==> src/rtl/twiddle_gen.sv <==
module twiddle_gen (
  input  logic       clk,
  input  logic       rst_n,
  input  logic       in_valid,
  input  logic [5:0] in_idx,
  output logic       out_valid,
  output logic [9:0] out_re,
  output logic [9:0] out_im
);
  logic [1:0] quad;
  logic [3:0] ofs;
  logic [4:0] fold_lo, fold_hi, cos_addr, sin_addr;
  logic [8:0] cos_mag, sin_mag;
  logic       re_neg, im_neg;

  function automatic logic [8:0] sine_rom(input logic [4:0] a);
    case (a)
      5'd0:  sine_rom = 9'd0;
      5'd1:  sine_rom = 9'd50;
      5'd2:  sine_rom = 9'd100;
      5'd3:  sine_rom = 9'd149;
      5'd4:  sine_rom = 9'd196;
      5'd5:  sine_rom = 9'd241;
      5'd6:  sine_rom = 9'd284;
      5'd7:  sine_rom = 9'd325;
      5'd8:  sine_rom = 9'd362;
      5'd9:  sine_rom = 9'd396;
      5'd10: sine_rom = 9'd426;
      5'd11: sine_rom = 9'd452;
      5'd12: sine_rom = 9'd473;
      5'd13: sine_rom = 9'd490;
      5'd14: sine_rom = 9'd502;
      5'd15: sine_rom = 9'd510;
      default: sine_rom = 9'd511;
    endcase
  endfunction

  assign quad     = in_idx[5:4];
  assign ofs      = in_idx[3:0];
  assign fold_lo  = {1'b0, ofs};
  assign fold_hi  = 5'd16 - {1'b0, ofs};
  assign cos_addr = quad[0] ? fold_lo : fold_hi;
  assign sin_addr = quad[0] ? fold_hi : fold_lo;
  assign cos_mag  = sine_rom(cos_addr);
  assign sin_mag  = sine_rom(sin_addr);
  assign re_neg   = quad[0] ^ quad[1];
  assign im_neg   = ~quad[1];

  always_ff @(posedge clk) begin
    if (!rst_n) begin
      out_valid <= 1'b0;
      out_re    <= '0;
      out_im    <= '0;
    end else begin
      out_valid <= in_valid;
      if (in_valid) begin
        out_re <= re_neg ? (10'd0 - {1'b0, cos_mag}) : {1'b0, cos_mag};
        out_im <= im_neg ? (10'd0 - {1'b0, sin_mag}) : {1'b0, sin_mag};
      end
    end
  end
endmodule


==> config.mk <==
export PLATFORM = sky130hd
export DESIGN_NAME = twiddle_gen
export DESIGN_NICKNAME = d
export VERILOG_FILES = /design/src/rtl/twiddle_gen.sv
export SDC_FILE = /design/constraint.sdc
export NUM_CORES = 1
export LEC_CHECK = 0
export BUFFER_PORTS_ARGS = -buffer_cell sky130_fd_sc_hd__buf_2
export CELL_PAD_IN_SITES_DETAIL_PLACEMENT = 1
export CELL_PAD_IN_SITES_GLOBAL_PLACEMENT = 1
export CORE_AREA = 2 2 76 78
export DETAILED_ROUTE_END_ITERATION = 10
export DIE_AREA = 0 0 78 80
export PLACE_DENSITY = 0.8
export SYNTH_ARGS = -nofsm -noshare
export SYNTH_HDL_FRONTEND = slang
export SYNTH_SLANG_ARGS = --single-unit
==> constraint.sdc <==
create_clock -name clk -period 5 [get_ports clk]
set_input_delay 0.25 -clock clk [delete_from_list [all_inputs] [get_ports clk]]
set_output_delay 0.25 -clock clk [all_outputs]
set_load 0.01 [all_outputs]
==> flow_summary.yaml <==
routing:
  topRoutingLayerUsed: "met4"
  dr_wl_met3_um: 263
  detail_route.wl_per_cell_um: 18.12
  wl_met1_um: 3390
  post-route-drc-count: 0
  antenna_left: 0
  vias: 2417
  drt-pass1-iter-count: 4
  drt_iter0_drc: 99
  vias_per_cell: 6.213
  wl_um: 7049
  wl_met2_um: 3299
setup_path:
  reg2reg_to: "out_im[6]"
  startpoint: "in_idx[0]"
  required_ns: 5.15
  crit_type: "in2reg"
  arrival_ns: 3.56
  worstPathMaxFanout: 28
  start_kind: "input pin"
  cp-end-kind: "flip-flop"
  timing.rr.start: "out_im[6]"
  regToRegSetupSlack_ns: 3.98
  endpoint: "out_im[6]"
  rr_worst_depth: 3
floorplan:
  num_rows: 27
  start_util: 0.4509
  die_height_um: 80
  ios: 30
  coreArea_mm2: 0.005405
  die_x_um: 78
  die_area_mm2: 0.006240
cts:
  htreeDepth: 1
  cts_buffers: 3
  cts_resized: 0
  clk_path_buf_depth: 2
  cts_sinks: 21
  clk_pin_slew_ns: 0.08
  cts_tree: "yes"
  cts_setup_buffers: 0
  postCtsHoldBufs: 0
  cts-root-buf: "clkbuf_8"
  clock_latency_ns: 0.26
grt:
  grt.overflow.total: 0
  antenna_found_initial: 0
  first_global_vias: 2413
  track_usage: 0.2326
  grt_max_degree: 30
  grt_pass1_wl_um: 11840
logic_synthesis:
  synth.area.top_cells: "dfxtp_1, ha_1, nand2_1, nor2_1, mux2i_1"
  synth_nets: 326
  synth_edf_count: 0
  synth_area_mm2: 0.002437
  synth_top_area_cell: "dfxtp_1"
  synth.top_cell.area_share: 0.1725
  async_flop_share: 0
  syn_area_per_cell_um2: 7.939
  ys_warn_count: 0
  synth_seq_cells: 21
  synthCells: 307
  yosysUniqueCellTypes: 81
  synth_flop_cell: "dfxtp_1"
  synth-seq-area-share: 0.1725
  synth_most_common_cell: "nand2_1"
  synth_common_cells: "nand2_1, nor2_1, dfxtp_1"
timing:
  hold_ws_ns: 0.3788
  fin_crit_sh: 0.6808
  relSlewSlack: 0.5803
  tightest_slew_ns: 0.6296
  clock_skew_ns: 0
  fmax_mhz: 293.8
  finalHoldViolCount: 0
  slew_violations: 0
  finalSetupTns_ns: 0
  rsz0062_at_grt: "false"
  worst_slack_ns: 1.596
  min_period_ns: 3.404
  setup_viol: 0
power_and_ir_drop:
  peakVddDrop_mv: 0.1345
  p_leak_uw: 0.001018
  powerDensity_mw_per_mm2: 236.7
cells_and_area:
  fin_nets: 337
  diodes: 0
  nFillCells: 713
  register_area_um2: 420.4
  drive_gt1_frac: 0.1830
  areaGrowthSynthToFinish_pct: 3.953
  multi_input_area_mm2: 0.001807
outcome:
  outcome: "complete, no violations"
placement:
  port_buffers: 29
  post-place-ws_ns: 1.340
  gp_congestion: 0.8518
  hpwlAfterDp_um: 5312
hold_path:
  hp-class: "in2reg"
flow_run:
  cap_violations: 0
cells by family after synthesis:
| family | Yosys count | share of synthesized area |
|---|---|---|
| mux | 10 | 0.04363 |
| simple gates | 120 | 0.2582 |
| buf+inv | 30 | 0.08624 |
| flops | 21 | 0.1725 |
| compound gates | 106 | 0.3398 |
| xor+xnor | 10 | 0.04825 |
| fa+ha+maj | 10 | 0.05133 |
flip-flops by register name, indices dropped and copies added, names as in the netlist:
signal     flops
out_im        10
out_re        10
out_valid      1
area by class of cell:
cell class | instances | area share
Sequential cell | 21 | 0.1659
Timing Repair Buffer | 29 | 0.05728
Inverter | 7 | 0.01037
Tap cell | 72 | 0.03556
Multi-Input combinational cell | 256 | 0.7131
Clock buffer | 4 | 0.01778
power breakdown:
| part | internal (µW) | leakage (µW) | switching (µW) | total (µW) |
|---|---|---|---|---|
| Sequential | 186 | 0.000174 | 8.93 | 195 |
| Combinational | 111 | 0.000822 | 182 | 292 |
| Clock | 56.9 | 0.0000228 | 55.9 | 113 |
worst max-delay path: stages:
cell       delay (ns)
buf_2            0.42
inv_1            0.26
ha_1             0.38
nand2b_2         0.32
xor2_2           0.45
a21oi_1          0.15
a2111oi_4        0.65
nand3b_2         0.15
and3_1           0.17
or3_1            0.33
placed cells by master (no fill, tap or decap), types with 3 or more instances in the layout:
master    count
a211o_1       3
a211oi_1      7
a21o_1        3
a21oi_1      15
a311o_1       3
a311oi_1      3
a31oi_1       6
and3_1        3
buf_2        29
clkbuf_8      3
dfxtp_1      21
ha_1         10
inv_1         6
mux2i_1       8
nand2_1      30
nand2b_1      6
nand3_1      14
nand4_1       3
nor2_1       27
nor2b_1       4
nor3_1        6
o211ai_1      7
o21a_1        4
o21ai_0      10
o21ai_1       7
o31ai_1       5
or3_1         5
xnor2_1       5
through the flow:
| step | power [µW] | util | cells | instance area (µm²) |
|---|---|---|---|---|
| global route | 637.7 | 0.4688 | 389 | 2534 |
| CTS | 596.9 | 0.4688 | 389 | 2534 |
| finish | 599.8 | 0.4688 | 389 | 2534 |
| floorplan | 420.8 | - | 307 | 2437 |
| detailed placement | 485.3 | 0.4604 | 385 | 2489 |
| global placement | 478.8 | 0.4604 | 385 | 2489 |
worst min path at each step:
| stage | start | end | slack (ns) | depth (start not counted) |
|---|---|---|---|---|
| final | rst_n | out_re[6] | 0.38 | 2 |
| after global routing | rst_n | out_re[6] | 0.41 | 2 |
| after CTS | rst_n | out_re[6] | 0.38 | 2 |
| after detailed placement | out_re[9] | out_re[9] | 0.47 | 2 |
| after global placement | out_re[9] | out_re[9] | 0.45 | 2 |
| after floorplan | rst_n | out_re[4] | 0.42 | 2 |
per-layer routing:
| layer | vias to the layer above | GRT usage |
|---|---|---|
| li1 | 1182 | - |
| met1 | 1159 | 0.3163 |
| met2 | 67 | 0.3922 |
| met3 | 9 | 0.01584 |
| met4 | 0 | 0.07368 |
| met5 | - | 0 |
(Power assumes the default switching activity.)
